**config.mk**
```make
export PLATFORM = sky130hd
export DESIGN_NAME = smb_slave_tmo
export DESIGN_NICKNAME = d
export VERILOG_FILES = /design/src/rtl/smb_slave_tmo.sv
export SDC_FILE = /design/constraint.sdc
export NUM_CORES = 1
export LEC_CHECK = 0
export ABC_AREA = 1
export BUFFER_PORTS_ARGS = -buffer_cell sky130_fd_sc_hd__buf_4
export CAP_MARGIN = 15
export CORE_UTILIZATION = 35
export DETAILED_ROUTE_END_ITERATION = 6
export PLACE_DENSITY_LB_ADDON = 0.1
export SLEW_MARGIN = 20
export SYNTH_ARGS = -nofsm -noshare
export SYNTH_HDL_FRONTEND = slang
export SYNTH_SLANG_ARGS = --single-unit
```
**constraint.sdc**
```tcl
create_clock -name clk -period 3.5 [get_ports clk]
set_input_delay 0.525 -clock clk [delete_from_list [all_inputs] [get_ports clk]]
set_output_delay 0.525 -clock clk [all_outputs]
set_load 0.02 [all_outputs]
```
**src/rtl/smb_slave_tmo.sv**
```systemverilog
`timescale 1ns/1ps
module smb_slave_tmo #(
  parameter logic [4:0] ADDR_HI = 5'b10110,
  parameter int         TMO_CYC = 120000,
  parameter int         PTR_W   = 8
) (
  input  logic             clk,
  input  logic             rst_n,
  input  logic             scl_i,
  input  logic             sda_i,
  input  logic [1:0]       strap,
  output logic             sda_low,
  output logic [PTR_W-1:0] reg_ptr,
  output logic             wr_stb,
  output logic [7:0]       wr_data,
  output logic             rd_stb,
  input  logic [7:0]       rd_data
);

  localparam int TW = $clog2(TMO_CYC + 1);

  typedef enum logic [2:0] {S_IDLE, S_ADDR, S_AACK, S_WR, S_WACK, S_RD, S_RACK, S_SKIP} st_t;
  st_t st;

  logic [2:0] scl_q, sda_q;
  always_ff @(posedge clk or negedge rst_n)
    if (!rst_n) begin
      scl_q <= 3'b111;
      sda_q <= 3'b111;
    end else begin
      scl_q <= {scl_q[1:0], scl_i};
      sda_q <= {sda_q[1:0], sda_i};
    end

  wire scl_s   = scl_q[1];
  wire scl_p   = scl_q[2];
  wire sda_s   = sda_q[1];
  wire sda_p   = sda_q[2];
  wire start_c = scl_s & scl_p & sda_p & ~sda_s;
  wire stop_c  = scl_s & scl_p & ~sda_p & sda_s;
  wire rise    = scl_s & ~scl_p;
  wire fall    = ~scl_s & scl_p;

  logic [3:0]    bcnt;
  logic [7:0]    sh;
  logic          rw, first, wrote, nack;
  logic [TW-1:0] tmo;

  wire tmo_hit = (st != S_IDLE) && !scl_s && (tmo == TW'(TMO_CYC - 1));
  wire adr_ok  = sh[7:1] == {ADDR_HI, strap};

  always_ff @(posedge clk or negedge rst_n)
    if (!rst_n)                    tmo <= '0;
    else if (st == S_IDLE || scl_s) tmo <= '0;
    else if (!tmo_hit)             tmo <= tmo + 1'b1;

  always_ff @(posedge clk or negedge rst_n)
    if (!rst_n) begin
      st      <= S_IDLE;
      sda_low <= 1'b0;
      reg_ptr <= '0;
      wr_stb  <= 1'b0;
      wr_data <= '0;
      rd_stb  <= 1'b0;
      bcnt    <= '0;
      sh      <= '0;
      rw      <= 1'b0;
      first   <= 1'b0;
      wrote   <= 1'b0;
      nack    <= 1'b0;
    end else begin
      wr_stb <= 1'b0;
      rd_stb <= 1'b0;
      if (tmo_hit) begin
        st      <= S_IDLE;
        sda_low <= 1'b0;
      end else if (start_c) begin
        st      <= S_ADDR;
        bcnt    <= '0;
        first   <= 1'b1;
        sda_low <= 1'b0;
      end else if (stop_c) begin
        st      <= S_IDLE;
        sda_low <= 1'b0;
      end else begin
        case (st)
          S_ADDR, S_WR:
            if (rise) begin
              sh   <= {sh[6:0], sda_s};
              bcnt <= bcnt + 1'b1;
            end else if (fall && bcnt == 4'd8) begin
              if (st == S_ADDR) begin
                if (adr_ok) begin
                  st      <= S_AACK;
                  rw      <= sh[0];
                  sda_low <= 1'b1;
                end else
                  st <= S_SKIP;
              end else begin
                st      <= S_WACK;
                sda_low <= 1'b1;
                wrote   <= !first;
                first   <= 1'b0;
                if (first) reg_ptr <= PTR_W'(sh);
                else begin
                  wr_stb  <= 1'b1;
                  wr_data <= sh;
                end
              end
            end
          S_AACK:
            if (fall) begin
              bcnt <= '0;
              if (rw) begin
                sh      <= rd_data;
                sda_low <= ~rd_data[7];
                rd_stb  <= 1'b1;
                st      <= S_RD;
              end else begin
                sda_low <= 1'b0;
                st      <= S_WR;
              end
            end
          S_WACK:
            if (fall) begin
              sda_low <= 1'b0;
              bcnt    <= '0;
              st      <= S_WR;
              if (wrote) reg_ptr <= reg_ptr + 1'b1;
            end
          S_RD:
            if (rise) bcnt <= bcnt + 1'b1;
            else if (fall) begin
              if (bcnt == 4'd8) begin
                sda_low <= 1'b0;
                st      <= S_RACK;
              end else begin
                sh      <= {sh[6:0], 1'b0};
                sda_low <= ~sh[6];
              end
            end
          S_RACK:
            if (rise) begin
              nack <= sda_s;
              if (!sda_s) reg_ptr <= reg_ptr + 1'b1;
            end else if (fall) begin
              bcnt <= '0;
              if (nack) st <= S_SKIP;
              else begin
                sh      <= rd_data;
                sda_low <= ~rd_data[7];
                rd_stb  <= 1'b1;
                st      <= S_RD;
              end
            end
          default: sda_low <= 1'b0;
        endcase
      end
    end

  a_r5_wr_one_cycle: assert property (@(posedge clk) disable iff (!rst_n) wr_stb |=> !wr_stb);
  a_r6_rd_one_cycle: assert property (@(posedge clk) disable iff (!rst_n) rd_stb |=> !rd_stb);
  a_r5_ptr_hold:     assert property (@(posedge clk) disable iff (!rst_n) wr_stb |-> $stable(reg_ptr));
  a_r3_skip_quiet:   assert property (@(posedge clk) disable iff (!rst_n) (st == S_SKIP) |-> !sda_low && !wr_stb);
  a_r2_drive_engaged: assert property (@(posedge clk) disable iff (!rst_n)
                        sda_low |-> (st == S_AACK || st == S_WACK || st == S_RD));
  a_r10_tmo_release: assert property (@(posedge clk) disable iff (!rst_n)
                        tmo_hit |=> (st == S_IDLE && !sda_low));
  a_r8_start_restart: assert property (@(posedge clk) disable iff (!rst_n)
                        start_c |=> (st == S_ADDR && bcnt == 4'd0));
  a_r9_stop_idle:    assert property (@(posedge clk) disable iff (!rst_n) stop_c |=> st == S_IDLE);

endmodule

```
==> Flow_metrics.wiki <==
{| class="wikitable"
! Metric !! Value
|-
| Die boundary width || 104.1 um
|-
| Drt drc || 0
|-
| Critical path startpoint || st[2]
|-
| Run status || completed
|-
| Height of the chip || 104.1 um
|-
| Total gr overflow || 0
|-
| Post-CTS clock slew at the launch and capture registers of the worst setup and hold paths || 0.07 ns
|-
| Count of different cell masters after synthesis || 43
|-
| Growth of design area from synthesis to finish || 14.44%
|-
| Clock latency on the worst-skew pair || 0.34 ns
|-
| Number of slew-limit violations in the final report || 0
|-
| Worst slew pin tran || 0.7843 ns
|-
| Cell Rows || 36
|-
| Final weighted congestion in routability-driven placement || 0.8305
|-
| Worst reg2reg startpoint || st[2]
|-
| Final setup skew || 0.006302 ns
|-
| Post-synthesis instance total || 466
|-
| Crit path cell chain || inv_2, a21oi_2, inv_2, nor2_4, nor2_4, nand2_1, nand2_1, nand2_1, nand2_1
|-
| Number of I/O port buffers || 32
|-
| Total wire length || 8493 um
|-
| Root Driver || sky130_fd_sc_hd__clkbuf_8
|-
| EDFF count, synth || 0
|-
| Mean Syn Cell Area || 7.827 sq um
|-
| Biggest fanout along the worst timing path || 13
|-
| Cts repair resizes || 0
|-
| Sequential fraction of the synthesis area || 0.4206
|-
| Cell type with the highest aggregate area in the netlist || sky130_fd_sc_hd__dfrtp_1
|-
| Total clock buffers created by CTS || 9
|-
| Cts hold-fix bufs || 0
|-
| RSZ-0062 raised after global routing || false
|-
| Delay of the slowest cell on the worst path || 0.57 ns
|-
| CTS tree || yes
|-
| Max Buffers Root-to-Sink || 2
|-
| Core region area || 9955 sq um
|-
| Global-route usage over all layers || 0.1701
|-
| Final TNS setup || 0 ns
|-
| Synthesized cell area || 3647 sq um
|-
| CP most frequent cell || sky130_fd_sc_hd__nand2_1
|-
| Layout Nets || 519
|-
| Cell at the slowest stage of the critical path || sky130_fd_sc_hd__dfrtp_1
|-
| Worst-case headroom to the max-slew limit || 0.4771
|-
| Detail-routed via count per cell || 4.836
|-
| Critical path class || register to register
|-
| Count of warnings emitted by yosys || 0
|-
| Highest clock rate || 460.2 MHz
|-
| Nature of the critical path endpoint || register
|-
| Period Utilization, post-route || 0.6209
|-
| Number of nets in the synthesized netlist || 484
|-
| Flop and latch count out of synthesis || 61
|-
| Starting utilization of the core area || 0.3664
|-
| Ys flop type || sky130_fd_sc_hd__dfrtp_1
|-
| Clock Sinks || 61
|-
| Top-area cell type share of the netlist area || 0.3774
|-
| Required time of the critical path || 3.73 ns
|-
| Synth top cells by count || sky130_fd_sc_hd__nand2_1 (112), sky130_fd_sc_hd__dfrtp_1 (55), sky130_fd_sc_hd__inv_1 (52)
|-
| Int Power || 1.678 mW
|-
| Minimum period implied by the final worst setup slack || 2.173 ns
|-
| Total power density per cell area || 709.5 nW/um^2
|-
| Sequential group share of total power || 0.340
|-
| Switch share || 0.4334
|-
| Largest net degree at the start of global routing || 62
|-
| Net Sw Power || 1.284 mW
|-
| Post-detailed-route wirelength per cell || 13.29 um
|-
| Type of origin of the critical path || register
|-
| Async set or reset register ratio after synthesis || 1.000
|-
| Detailed-router iteration count before antenna repair || 4
|-
| Post-route antenna net violation count || 0
|-
| Max_cap viols || 0
|-
| Portion of total power attributed to combinational logic || 0.431
|-
| Worst Hold Class || input port to async pin
|-
| Largest voltage drop on the vdd net || 0.0002086 V
|-
| Wire length of the first global-routing pass || 14700 um
|-
| Ratio of cells with drive above 1 in the final layout || 0.2154
|-
| Leading cell type by number of instances after synthesis || sky130_fd_sc_hd__nand2_1
|-
| Leading cell types by total area after synthesis || sky130_fd_sc_hd__dfrtp_1 (38%), sky130_fd_sc_hd__nand2_1 (12%), sky130_fd_sc_hd__inv_1 (5.4%), sky130_fd_sc_hd__nand3_1 (4.8%), sky130_fd_sc_hd__o21ai_0 (4.7%)
|-
| Violation count after the first detailed-routing iteration || 164
|-
| Number of placed I/O pins || 33
|-
| Depth of the CTS H-tree || 3
|-
| Total vias in the final route || 3090
|-
| Initial antenna violation count || 0
|-
| Number of hold violations in the final report || 0
|-
| Via count of the first global-routing pass || 3019
|-
| Number of setup violations in the final report || 0
|-
| Clock group share of total power || 0.229
|-
| Half-perimeter wire length of the detailed placement result || 6201 um
|-
| Number of post-CTS setup repair buffers || 0
|-
| Total leakage power || 1.973 nW
|-
| Post-route standard cell area excluding fillers || 4174 sq um
|-
| Dpl cell area || 3968 sq um
|-
| Antenna diode count || 0
|-
| Arrival time worst endpoint || 2.40 ns
|-
| Die area || 10830 sq um
|}
## path summary, 6_finish.rpt
check / end / slack [ns] / cells after the start
worst max register to register: st[2] / 1.33 / 9
worst max-delay path: st[2] / 1.33 / 9
worst min register to register: sda_q[1] / 0.36 / 0
max in group asynchronous: reg_ptr[0] / 2.71 / 1
min in group clk: sda_q[0] / 0.29 / 1
worst min-delay path: wr_stb / 0.26 / 1
## through the flow
step / hold WS, ns / total power [mW] / utilization / instances / worst slack (ns)
2_1_floorplan: 0.2294 / 2.029 / - / 466 / 1.847
3_3_place_gp: 0.3464 / 2.302 / 0.3986 / 623 / 1.395
3_5_place_dp: 0.3468 / 2.306 / 0.3986 / 623 / 1.319
4_1_cts: 0.2710 / 3.007 / 0.4193 / 639 / 1.306
5_1_grt: 0.2721 / 3.201 / 0.4193 / 639 / 1.119
6_report: 0.2597 / 2.962 / 0.4193 / 639 / 1.327
## critical path: cells and delay by family, from the launching register on
| family | cells | cell delay (ns) |
|---|---|---|
| AND/OR/NAND/NOR | 6 | 0.62 |
| flip-flops | 1 | 0.57 |
| AO/OA/AOI/OAI | 1 | 0.50 |
| buffers and inverters | 2 | 0.35 |
## power groups by stage
stage,Clock [mW],Sequential [mW],Combinational [mW]
2_1_floorplan,0,1.01,1.02
3_3_place_gp,0,1.02,1.28
3_5_place_dp,0,1.02,1.29
4_1_cts,0.706,1.01,1.29
5_1_grt,0.734,1.03,1.44
6_report,0.677,1.01,1.28
## final cells by class
cell class,count,area [sq um]
Clock buffer,11,131.4
Sequential cell,61,1534
Tap cell,133,166.4
Timing Repair Buffer,32,240.2
Multi-Input combinational cell,336,1793
Fill cell,1052,5781
Inverter,61,234.0
Clock inverter,5,75.07
## metal layers
layer	up-vias	track usage	routed length, um
met1	1445	0.2239	4111
met2	54	0.2800	4056
met4	0	0.05510	90
met5	-	0	0
met3	8	0.03321	235
li1	1583	-	-
## placed cells by master, fill, tap and decap left out, drive strengths merged, types with 2 or more instances in the layout
master	n
nor2	56
clkbuf	11
dfrtp	55
o21bai	2
nand3	37
nand4	7
dfstp	6
nor3	11
a31oi	4
o211ai	2
nor4	3
bufinv	2
a211oi	3
xor2	7
or2	2
o21ai	45
ha	4
clkinv	3
o31ai	2
buf	32
inv	61
a22oi	2
a21oi	12
nand2	132
## registers in the layout, indices dropped and copies added, names as in the netlist
| signal | count |
|---|---|
| first | 1 |
| scl_q | 3 |
| rd_stb | 1 |
| rw | 1 |
| sh | 8 |
| wrote | 1 |
| wr_data | 8 |
| bcnt | 4 |
| nack | 1 |
| wr_stb | 1 |
| sda_low | 1 |
| sda_q | 3 |
| reg_ptr | 8 |
| st | 3 |
| tmo | 17 |
## kinds of logic (layout without fill, tap and decap cells)
family,after synthesis,after routing,synth area share
compound gates,75,75,0.1256
xor+xnor,7,7,0.01681
fa+ha+maj,4,4,0.01372
buf+inv,69,109,0.08782
flops,61,61,0.4206
simple gates,250,250,0.3355
Power figures use the tool's default switching activity.
